## src/rtl/eeprom_seq_reader.sv

```systemverilog
module eeprom_seq_reader #(
  parameter int CLKS_PER_HALF = 250,
  parameter int CNT_W         = 8,
  parameter int RETRY_MAX     = 10
) (
  input  logic             clk,
  input  logic             rst_n,
  input  logic             go,
  input  logic [CNT_W-1:0] nbytes,
  input  logic             sda_in,
  output logic             scl_ctl,
  output logic             sda_ctl,
  output logic             rd_valid,
  output logic [7:0]       rd_data,
  output logic             done,
  output logic             err
);

  localparam int DW = $clog2(CLKS_PER_HALF + 1);
  localparam int TW = $clog2(RETRY_MAX + 1);

  typedef enum logic [2:0] {
    S_IDLE, S_PROBE, S_RCV, S_START, S_TX, S_RX, S_STOP, S_REL
  } st_t;

  st_t             st;
  logic [DW-1:0]   div;
  logic [1:0]      seg;
  logic [3:0]      bitn;
  logic [7:0]      sh;
  logic [1:0]      ph;
  logic [TW-1:0]   tries;
  logic [CNT_W-1:0] left;
  logic            pulse_sda;

  wire tick      = (div == DW'(CLKS_PER_HALF - 1));
  wire ack_slot  = bitn[3];
  wire last      = (left == CNT_W'(1));
  wire in_pulse  = (st == S_RCV) || (st == S_TX) || (st == S_RX) || (st == S_STOP);
  wire pulse_end = tick && (seg == 2'd2);
  wire out_of_tries = (tries == TW'(RETRY_MAX - 1));

  always_comb begin
    case (st)
      S_TX:    pulse_sda = ack_slot ? 1'b0 : ~sh[7];
      S_RX:    pulse_sda = ack_slot & ~last;
      S_STOP:  pulse_sda = 1'b1;
      default: pulse_sda = 1'b0;
    endcase
  end

  always_ff @(posedge clk or negedge rst_n) begin
    if (!rst_n) begin
      st       <= S_IDLE;
      div      <= '0;
      seg      <= '0;
      bitn     <= '0;
      sh       <= '0;
      ph       <= '0;
      tries    <= '0;
      left     <= '0;
      scl_ctl  <= 1'b0;
      sda_ctl  <= 1'b0;
      rd_valid <= 1'b0;
      rd_data  <= '0;
      done     <= 1'b0;
      err      <= 1'b0;
    end else begin
      rd_valid <= 1'b0;
      done     <= 1'b0;
      div      <= (st == S_IDLE || tick) ? '0 : div + 1'b1;

      if (in_pulse && tick) begin
        case (seg)
          2'd0: begin seg <= 2'd1; sda_ctl <= pulse_sda; end
          2'd1: begin seg <= 2'd2; scl_ctl <= 1'b0; end
          default: begin seg <= 2'd0; scl_ctl <= 1'b1; end
        endcase
      end

      case (st)
        S_IDLE: begin
          scl_ctl <= 1'b0;
          sda_ctl <= 1'b0;
          if (go) begin
            st   <= S_PROBE;
            err  <= 1'b0;
            left <= nbytes;
            ph   <= 2'd0;
          end
        end

        S_PROBE: if (tick) begin
          if (sda_in) begin
            st      <= S_START;
            sda_ctl <= 1'b1;
          end else begin
            st      <= S_RCV;
            tries   <= '0;
            seg     <= 2'd0;
            scl_ctl <= 1'b1;
          end
        end

        S_RCV: if (pulse_end) begin
          if (sda_in) begin
            st      <= S_START;
            scl_ctl <= 1'b0;
            sda_ctl <= 1'b1;
          end else if (out_of_tries) begin
            st      <= S_IDLE;
            scl_ctl <= 1'b0;
            done    <= 1'b1;
            err     <= 1'b1;
          end else begin
            tries <= tries + 1'b1;
          end
        end

        S_START: if (tick) begin
          st      <= S_TX;
          seg     <= 2'd0;
          bitn    <= '0;
          scl_ctl <= 1'b1;
          sh      <= (ph == 2'd2) ? 8'hA1 : 8'hA0;
        end

        S_TX: if (pulse_end) begin
          if (!ack_slot) begin
            sh   <= {sh[6:0], 1'b0};
            bitn <= bitn + 1'b1;
          end else if (sda_in) begin
            st      <= S_IDLE;
            scl_ctl <= 1'b0;
            done    <= 1'b1;
            err     <= 1'b1;
          end else begin
            bitn <= '0;
            case (ph)
              2'd0: begin ph <= 2'd1; sh <= 8'h00; end
              2'd1: begin ph <= 2'd2; st <= S_PROBE; scl_ctl <= 1'b0; end
              default: begin
                tries <= '0;
                st    <= (left == '0) ? S_STOP : S_RX;
              end
            endcase
          end
        end

        S_RX: if (pulse_end) begin
          if (!ack_slot) begin
            sh   <= {sh[6:0], sda_in};
            bitn <= bitn + 1'b1;
            if (bitn == 4'd7) begin
              rd_valid <= 1'b1;
              rd_data  <= {sh[6:0], sda_in};
            end
          end else begin
            left <= left - 1'b1;
            bitn <= '0;
            if (last) begin
              st    <= S_STOP;
              tries <= '0;
            end
          end
        end

        S_STOP: if (pulse_end) begin
          st      <= S_REL;
          scl_ctl <= 1'b0;
          sda_ctl <= 1'b0;
        end

        S_REL: if (tick) begin
          if (sda_in) begin
            st   <= S_IDLE;
            done <= 1'b1;
          end else if (out_of_tries) begin
            st   <= S_IDLE;
            done <= 1'b1;
            err  <= 1'b1;
          end else begin
            tries   <= tries + 1'b1;
            st      <= S_STOP;
            scl_ctl <= 1'b1;
          end
        end

        default: st <= S_IDLE;
      endcase
    end
  end

endmodule

```

## config.mk

```make
export PLATFORM = sky130hd
export DESIGN_NAME = eeprom_seq_reader
export DESIGN_NICKNAME = d
export VERILOG_FILES = /design/src/rtl/eeprom_seq_reader.sv
export SDC_FILE = /design/constraint.sdc
export NUM_CORES = 1
export LEC_CHECK = 0
export BUFFER_PORTS_ARGS = -buffer_cell sky130_fd_sc_hd__buf_2
export CORE_MARGIN = 2
export CORE_UTILIZATION = 65
export DETAILED_ROUTE_END_ITERATION = 10
export GPL_TIMING_DRIVEN = 0
export PLACE_DENSITY_LB_ADDON = 0.2
export SKIP_CTS_REPAIR_TIMING = 1
export SYNTH_ARGS = -nofsm -noshare
export SYNTH_HDL_FRONTEND = slang
export SYNTH_SLANG_ARGS = --single-unit
export TNS_END_PERCENT = 10
```

## constraint.sdc

```tcl
create_clock -name clk -period 5.1 [get_ports clk]
set_input_delay 1.02 -clock clk [delete_from_list [all_inputs] [get_ports clk]]
set_output_delay 1.02 -clock clk [all_outputs]
set_load 0.02 [all_outputs]
```

==> flow_summary_export.csv, run 1 <==
group,metric,value,unit
synthesis,ys.flop_type,"dfrtp_1",
sta,fin_crit_sh,52.2,%
synthesis,synth.avg_cell_area,8.80,um2
clock_network,clkTransAtPathRegs,0.09,ns
power,ir_drop,239,uV
cells_and_area,final_area,0.00343,mm2
synthesis,synth_top_family_by_area,"simple AND/OR/NAND/NOR gates",
synthesis,synth_top_cell_by_area,"dfrtp_1",
sta,clock_skew,0.0107,ns
clock_network,clkSinkCount,52,
worst_setup_path,crit_type,"reg2reg",
power,p_leak,0.00149,uW
worst_setup_path,critPathCaptureType,"register",
synthesis,synth_cells,355,
synthesis,synth_compound_area_share,20.9,%
synthesis,ys_types,61,
drt,vias,2874,
placement,placed_cell_area,0.00331,mm2
synthesis,synth_warnings,0,
status,status,"completed",
sta,hold_ws,0.490,ns
sta,tightest_slew,1.15,ns
clock_network,cts_tree,"built",
power,p_per_area,455,mW/mm2
clock_network,numCtsBuffers,5,
die,start_util,66.6,%
die,row_count,25,
placement,gp_congestion,1.00,
global_routing,grt_pass1_wl,12700,um
sta,relSlewSlack,23.6,%
placement,io_buffer_count,24,
sta,rsz0062_at_grt,"no",
worst_setup_path,critPathRequiredTime,5.33,ns
synthesis,synth_area_leaders,"dfrtp_1 42%, o21ai_0 5.0%, nand2_1 4.1%",
drt,wl_per_cell,16.9,um
clock_network,cts.path.max_buffers,2,
worst_hold_path,hp-class,"reg2reg",
worst_setup_path,worstPathMaxFanout,10,
placement,dp_hpwl,5240,um
clock_network,cts-root-buf,"clkbuf_8",
synthesis,synth_mux_area_share,5.04,%
die,pin_count,25,
synthesis,synth_edf_count,0,
worst_setup_path,start_kind,"register",
global_routing,grt.overflow.total,0,
cells_and_area,drive_gt1_share,12.1,%
synthesis,ys_async_sr_fraction,100,%
placement,place_inst,433,
cells_and_area,area.growth.synth_to_final,9.69,%
synthesis,ys_seq_area_share,41.6,%
synthesis,synthSimpleGateAreaFrac,22.0,%
synthesis,syn-num-nets,375,
cells_and_area,antenna_cells,0,
sta,tns,0,ns
die,die_h,73.3,um
sta,finalMaxSlewViolations,0,
sta,finalWorstPathRequiredPeriod,2.66,ns
cells_and_area,layout.nets,406,
drt,wl,7460,um
cells_and_area,final_cells,441,
clock_network,clk_latency,0.31,ns
sta,finalHoldViolCount,0,
synthesis,synth_area,0.00313,mm2
clock_network,h-tree-depth,2,
drt,ant_nets,0,
drt,drt_iter0_markers,234,
drt,dr.pass1.iters,5,
sta,setup-violations-final,0,
sta,max_freq,376,MHz
synthesis,ys_ff_latch,52,
global_routing,grt_pass1_vias,2674,
synthesis,synth_top_area_share,41.6,%
global_routing,antenna_found_initial,0,
die,dieArea,0.00538,mm2
run,maxCapViolations,0,
synthesis,synthAdderAreaFrac,3.20,%
global_routing,grt_max_degree,53,
worst_setup_path,arrival,2.89,ns
global_routing,track_usage,30.1,%
die,die-width,73.3,um
drt,drcViolationCount,0,
synthesis,synth_xor_area_share,2.24,%
die,core_area,0.00469,mm2
drt,via_per_inst,6.52,
## worst paths after layout
path	from	end	slack (ns)	cells after the start
max	st[0]	div[0]	2.44	6
min	rd_data[0]	rd_data[0]	0.49	2
max reg2reg	st[0]	div[0]	2.44	6
min reg2reg	rd_data[0]	rd_data[0]	0.49	2
max in group asynchronous	rst_n	st[0]	3.46	1
min in group asynchronous	rst_n	rd_valid	0.93	1
## layout by cell type (no fill, tap or decap), types with 3 or more instances in the layout
cell and n:
mux2_2 6, nand4_1 7, mux2i_1 9, o21ai_0 31, or3_1 5, ha_1 8, dfrtp_1 52, a22oi_1 3
nand2b_1 6, nand2_1 34, nand3_1 7, o22ai_1 7, a32oi_1 5, nor4_1 4, a21oi_1 20, o41ai_1 3
nor2b_1 4, a31oi_1 5, nor2_1 31, clkbuf_8 5, xor2_1 4, nor3b_1 3, nor3_1 9, buf_2 25
clkbuf_1 15, o211ai_1 3, buf_1 3, xnor2_1 4, nand3b_1 6, inv_1 18, and3b_1 3
## layout make-up
cell class / count / area (um2)
multi-input combinational: 264 / 1670
sequential: 52 / 1300
fill: 388 / 1260
timing repair buffer: 24 / 120
buffer: 20 / 83.8
inverter: 19 / 71.3
clock buffer: 5 / 68.8
tap: 54 / 67.6
clock inverter: 3 / 46.3
## synthesized netlist by cell type (2+ instances only)
library cell  instances
clkbuf_1             15
nor2_1               31
mux2i_1               9
o22ai_1               7
nand2b_1              6
nand2_1              34
a211oi_1              2
ha_1                  8
o41ai_1               3
nand3b_1              6
nor3b_1               3
a22oi_1               3
nor2b_1               4
and2_1                2
mux2_2                6
or2_2                 2
xor2_1                4
or3_1                 5
a32oi_1               5
inv_1                18
buf_1                 3
xnor2_1               4
a31oi_1               5
o211ai_1              3
and3b_1               3
nor3_1                9
o31a_1                2
nor4_1                4
a31o_2                2
nand4_1               7
nand3_1               7
a21boi_0              2
a21oi_1              20
nor4bb_1              2
o21ai_0              31
dfrtp_1              52
and3_1                2
## flip-flops by register name, summed over array words and instances, names as in the netlist
register  count
bitn          4
div           8
done          1
err           1
left          8
ph            2
rd_data       8
rd_valid      1
scl_ctl       1
sda_ctl       1
seg           2
sh            8
st            3
tries         4
## report_power, final
part | switching [uW] | internal (uW)
registers | 84.8 | 488
logic | 436 | 255
clock network | 147 | 148
total | 668 | 891
## worst max-delay path: stages, from the launching register on
cell	delay [ns]
dfrtp_1	0.37
clkbuf_1	0.33
clkbuf_1	0.44
buf_1	0.47
clkbuf_1	0.45
o21ai_1	0.33
nor2_1	0.20
## stage by stage
stage / power [uW] / utilization, % / setup slack (ns)
2_1_floorplan: 1070 / - / 2.59
5_1_grt: 1660 / 73.1 / 2.22
6_report: 1560 / 73.1 / 2.44
4_1_cts: 1550 / 73.1 / 2.53
3_3_place_gp: 1230 / 70.6 / 2.24
3_5_place_dp: 1250 / 70.6 / 2.26
## metal layers
| layer | vias to the layer above | global-route usage [%] | part of all wire (%) | wire [um] |
|---|---|---|---|---|
| met5 | - | 0 | 0 | 0 |
| li1 | 1356 | - | - | - |
| met4 | 0 | 8.89 | 2.3 | 175 |
| met2 | 132 | 47.8 | 47 | 3530 |
| met3 | 22 | 4.12 | 6.5 | 485 |
| met1 | 1364 | 43.2 | 44 | 3270 |
## cells by family after synthesis
logic type                 count (synthesis)
adders and majority gates                  8
xor gates and xnor gates                   8
buffers and inverters                     39
AOI/OAI and AO/OA                        100
and+or+nand+nor                          133
muxes                                     15
DFF                                       52
Note: power is estimated with default switching activity, not from simulation.
==> run 2, diff against run 1 <==
- CORE_UTILIZATION: 65 -> 60
- clock period: 5.1 -> 2.5 ns (I/O delays scaled with it)
==> run 2 against run 1 <==
  * Fmax rose by 6.6%
  * Global-route usage shrank 3.0 points
  * Critical endpoint is now tries[0]
  * Clock skew up 0.0024 ns
==> flow_summary_export.csv, run 2 (synthesis gave the netlist of run 1 again) <==
group,metric,value,unit
drt,dr.pass1.iters,5,
sta,hold_ws,0.415,ns
drt,drcViolationCount,0,
clock_network,cts.path.max_buffers,2,
drt,ant_nets,0,
sta,fin_crit_sh,100,%
worst_setup_path,start_kind,"register",
global_routing,grt_max_degree,53,
die,start_util,61.6,%
die,pin_count,25,
cells_and_area,layout.nets,406,
die,core_area,0.00507,mm2
drt,vias,2859,
global_routing,antenna_found_initial,0,
global_routing,track_usage,27.1,%
clock_network,cts_tree,"built",
drt,via_per_inst,6.26,
drt,wl_per_cell,16.4,um
power,p_leak,0.00150,uW
cells_and_area,layout_commonest_cell,"dfrtp_1",
worst_setup_path,crit_type,"reg2reg",
cells_and_area,area.growth.synth_to_final,11.2,%
sta,finalWorstPathRequiredPeriod,2.50,ns
cells_and_area,antenna_cells,0,
sta,tightest_slew,1.13,ns
power,ir_drop,544,uV
worst_setup_path,r2r-start,"st[1]",
status,status,"completed",
die,row_count,26,
clock_network,clkTransAtPathRegs,0.09,ns
drt,wl,7490,um
die,die_h,76.2,um
global_routing,grt.overflow.total,0,
worst_setup_path,worstPathMaxFanout,10,
worst_hold_path,hp-class,"in2async",
sta,setup-violations-final,0,
placement,io_buffer_count,24,
worst_setup_path,r2r_cells,6,
cells_and_area,final_cells,457,
clock_network,clk_latency,0.31,ns
sta,clock_skew,0.0131,ns
clock_network,h-tree-depth,2,
global_routing,grt_pass1_wl,12900,um
clock_network,numCtsBuffers,5,
placement,gp_congestion,0.963,
run,maxCapViolations,0,
sta,relSlewSlack,24.7,%
worst_setup_path,r2r_end,"tries[0]",
placement,dp_hpwl,5420,um
cells_and_area,layout_common_cells,"52 x dfrtp_1, 34 x nand2_1, 31 x nor2_1, 31 x o21ai_0, 25 x buf_2",
worst_setup_path,rrSetupSlack,0.001,ns
sta,finalHoldViolCount,0,
worst_setup_path,arrival,2.70,ns
clock_network,clkSinkCount,52,
sta,finalMaxSlewViolations,0,
power,p_per_area,916,mW/mm2
drt,drt_iter0_markers,327,
die,die-width,76.2,um
cells_and_area,drive_gt1_share,13.4,%
sta,rsz0062_at_grt,"yes",
worst_setup_path,critPathCaptureType,"register",
placement,place_inst,449,
global_routing,grt_pass1_vias,2736,
clock_network,cts-root-buf,"clkbuf_8",
sta,max_freq,400,MHz
die,dieArea,0.00580,mm2
worst_setup_path,critPathRequiredTime,2.70,ns
==> run 2: changes by cell type in the layout (fill, tap and decap cells not counted), sizes merged <==
cell      change
buf           -1
clkinvlp      -1
clkbuf        +2
==> run 2: per-stage QoR <==
stage / worst slack (ns) / power [uW] / setup TNS (ns) / area, um2 / utilization (%)
after global routing: -0.152 / 3410 / -0.725 / 3480 / 68.5
final: 0.00110 / 3180 / 0 / 3480 / 68.5
after CTS: -0.0211 / 3130 / -0.0642 / 3440 / 67.9
after floorplan: 0.279 / 2180 / 0 / 3130 / -
after detailed placement: 0.0313 / 2550 / 0 / 3330 / 65.7
after global placement: 0.0124 / 2530 / 0 / 3330 / 65.7
==> run 2: final cells by class <==
cell class	instances	area [um2]
tap	70	87.6
clock inverter	2	38.8
sequential	52	1300
multi-input combinational	264	1700
clock buffer	6	72.6
timing repair buffer	24	120
fill	439	1600
buffer	20	87.6
inverter	19	71.3
==> run 2: worst max-delay path by stage <==
| stage | depth (start not counted) | startpoint | to | slack, ns |
|---|---|---|---|---|
| global placement | 6 | st[1] | tries[0] | 0.01 |
| detailed placement | 6 | st[0] | div[5] | 0.03 |
| floorplan | 6 | st[2] | tries[0] | 0.28 |
| finish | 6 | st[1] | tries[0] | 0.001 |
| global route | 6 | st[1] | tries[0] | -0.15 |
| CTS | 6 | st[0] | div[5] | -0.02 |
==> run 2: per-layer routing <==
metal / vias up / part of all wire (%) / global-route usage (%)
met2: 137 / 46 / 44.3
li1: 1352 / - / -
met5: - / 0 / 0
met4: 0 / 1.9 / 7.45
met1: 1350 / 44 / 37.8
met3: 20 / 8.1 / 4.62
==> run 2: critical path: stages, from the launching register on <==
cell and delay, ns:
dfrtp_1 0.39, clkbuf_1 0.40, nand3b_1 0.31, a31oi_1 0.17, a31o_2 0.31, nor4_1 0.42, mux2_2 0.38
==> run 2: power breakdown <==
part	internal, uW	switching (uW)	leakage [uW]
clock	303	280	0.0000558
combinational	532	912	0.000818
sequential	995	162	0.000626
==> run 3, diff against run 2 <==
- clock period: 2.5 -> 2.3 ns (I/O delays scaled with it)
==> run 3 against run 2 <==
  * The flow now finishes with violations (setup timing)
  * Clock power grew 9.1%
  * Routed wire length grew 0.37%
  * Clock-buffer cell count is the same
  * Largest cell class unchanged
  * Total power grew 12%
  * Critical path type unchanged
  * First-iteration DRC count shrank 24%
  * Highest routed layer unchanged
  * Global-route usage is the same
==> flow_summary_export.csv, run 3 (synthesis gave the netlist of run 1 again) <==
group,metric,value,unit
status,status,"complete, but fails checks",
status,violations,"setup timing",
worst_setup_path,critPathBufInv,1,
cells_and_area,area.growth.synth_to_final,13.5,%
worst_setup_path,critical_path.slowest_cell,"or4_4",
global_routing,track_usage,27.1,%
sta,finalHoldViolCount,0,
die,core_area,0.00507,mm2
run,maxCapViolations,0,
placement,gp_congestion,0.963,
clock_network,numCtsBuffers,5,
clock_network,clk_latency,0.31,ns
sta,tns,-0.0405,ns
clock_network,cts-root-buf,"clkbuf_8",
worst_setup_path,crit_chain,"or2_1 > buf_6 > o32a_1 > a221o_1 > or4_4 > o41ai_2",
cells_and_area,final_util,69.9,%
clock_network,cts.path.max_buffers,2,
sta,finalMaxSlewViolations,0,
sta,finalWorstPathRequiredPeriod,2.33,ns
global_routing,grt_pass1_wl,12900,um
power,p_per_area,1000,mW/mm2
global_routing,antenna_found_initial,0,
drt,via_per_inst,6.19,
drt,wl_per_cell,16.4,um
sta,setup-violations-final,2,
clock_network,clkSinkCount,52,
sta,max_freq,429,MHz
worst_setup_path,slowest_delay,0.56,ns
worst_setup_path,critPathRequiredTime,2.51,ns
drt,drt_iter0_markers,248,
die,start_util,61.6,%
worst_setup_path,arrival,2.54,ns
global_routing,grt.overflow.total,0,
power,ir_drop,608,uV
sta,relSlewSlack,24.7,%
worst_setup_path,start_kind,"register",
global_routing,grt_max_degree,53,
die,row_count,26,
placement,io_buffer_count,24,
power,p_leak,0.00153,uW
cells_and_area,layout.nets,407,
cells_and_area,filler_cell_count,428,
die,die-width,76.2,um
cells_and_area,layout_commonest_cell,"dfrtp_1",
cells_and_area,layout_common_cells,"51 x dfrtp_1, 34 x nand2_1, 31 x o21ai_0, 30 x nor2_1, 26 x buf_2",
sta,fin_crit_sh,101,%
clock_network,cts_tree,"built",
drt,vias,2837,
drt,dr.pass1.iters,5,
sta,tightest_slew,1.13,ns
drt,drcViolationCount,0,
cells_and_area,antenna_cells,0,
drt,wl,7520,um
worst_setup_path,crit_family,"compound AO/OA/AOI/OAI gates",
drt,ant_nets,0,
worst_setup_path,critPathCaptureType,"register",
sta,hold_ws,0.369,ns
sta,rsz0062_at_grt,"yes",
placement,dp_hpwl,5420,um
die,die_h,76.2,um
sta,fin_ws,-0.0311,ns
clock_network,clkTransAtPathRegs,0.09,ns
global_routing,grt_pass1_vias,2736,
sta,clock_skew,0.0133,ns
worst_setup_path,worstPathMaxFanout,8,
die,dieArea,0.00580,mm2
die,pin_count,25,
worst_setup_path,crit_type,"reg2reg",
worst_hold_path,hp-class,"in2async",
clock_network,h-tree-depth,2,
cells_and_area,drive_gt1_share,17.8,%
==> run 3: power by group <==
part	leakage [uW]	internal [uW]	total, uW	switching (uW)
sequential	0.000625	1080	1260	182
clock	0.0000558	329	636	307
combinational	0.000849	634	1650	1020
==> run 3: cell type report <==
cell class	instances	area [um2]	share of cell area, %
inverter	19	75.1	2.12
tap	70	87.6	2.47
timing repair buffer	26	148	4.16
clock buffer	6	72.6	2.05
multi-input combinational	264	1730	48.8
clock inverter	2	38.8	1.09
sequential	52	1300	36.7
buffer	19	90.1	2.54
==> run 3: path summary, 6_finish.rpt <==
path / end / startpoint / depth (start not counted) / slack, ns
worst max register to register: tries[2] / st[2] / 6 / -0.03
worst min register to register: rd_data[3] / rd_data[3] / 2 / 0.48
max in group asynchronous: st[2] / rst_n / 1 / 1.19
worst max-delay path: tries[2] / st[2] / 6 / -0.03
min in group clk: err / go / 2 / 0.39
worst min-delay path: st[0] / rst_n / 1 / 0.37
==> run 3: through the flow <==
stage | total power, uW | setup slack (ns) | area (um2) | instances
floorplan | 2370 | 0.0793 | 3130 | 355
global placement | 2750 | -0.188 | 3330 | 449
detailed placement | 2770 | -0.169 | 3330 | 449
CTS | 3410 | -0.221 | 3440 | 457
global route | 3800 | -0.0996 | 3550 | 458
finish | 3550 | -0.0311 | 3550 | 458
==> run 3: routing by layer <==
metal | track usage [%] | wire (um) | vias to the layer above
li1 | - | - | 1353
met1 | 37.8 | 3340 | 1332
met2 | 44.3 | 3490 | 143
met3 | 4.62 | 602 | 9
met4 | 7.45 | 86 | 0
met5 | 0 | 0 | -
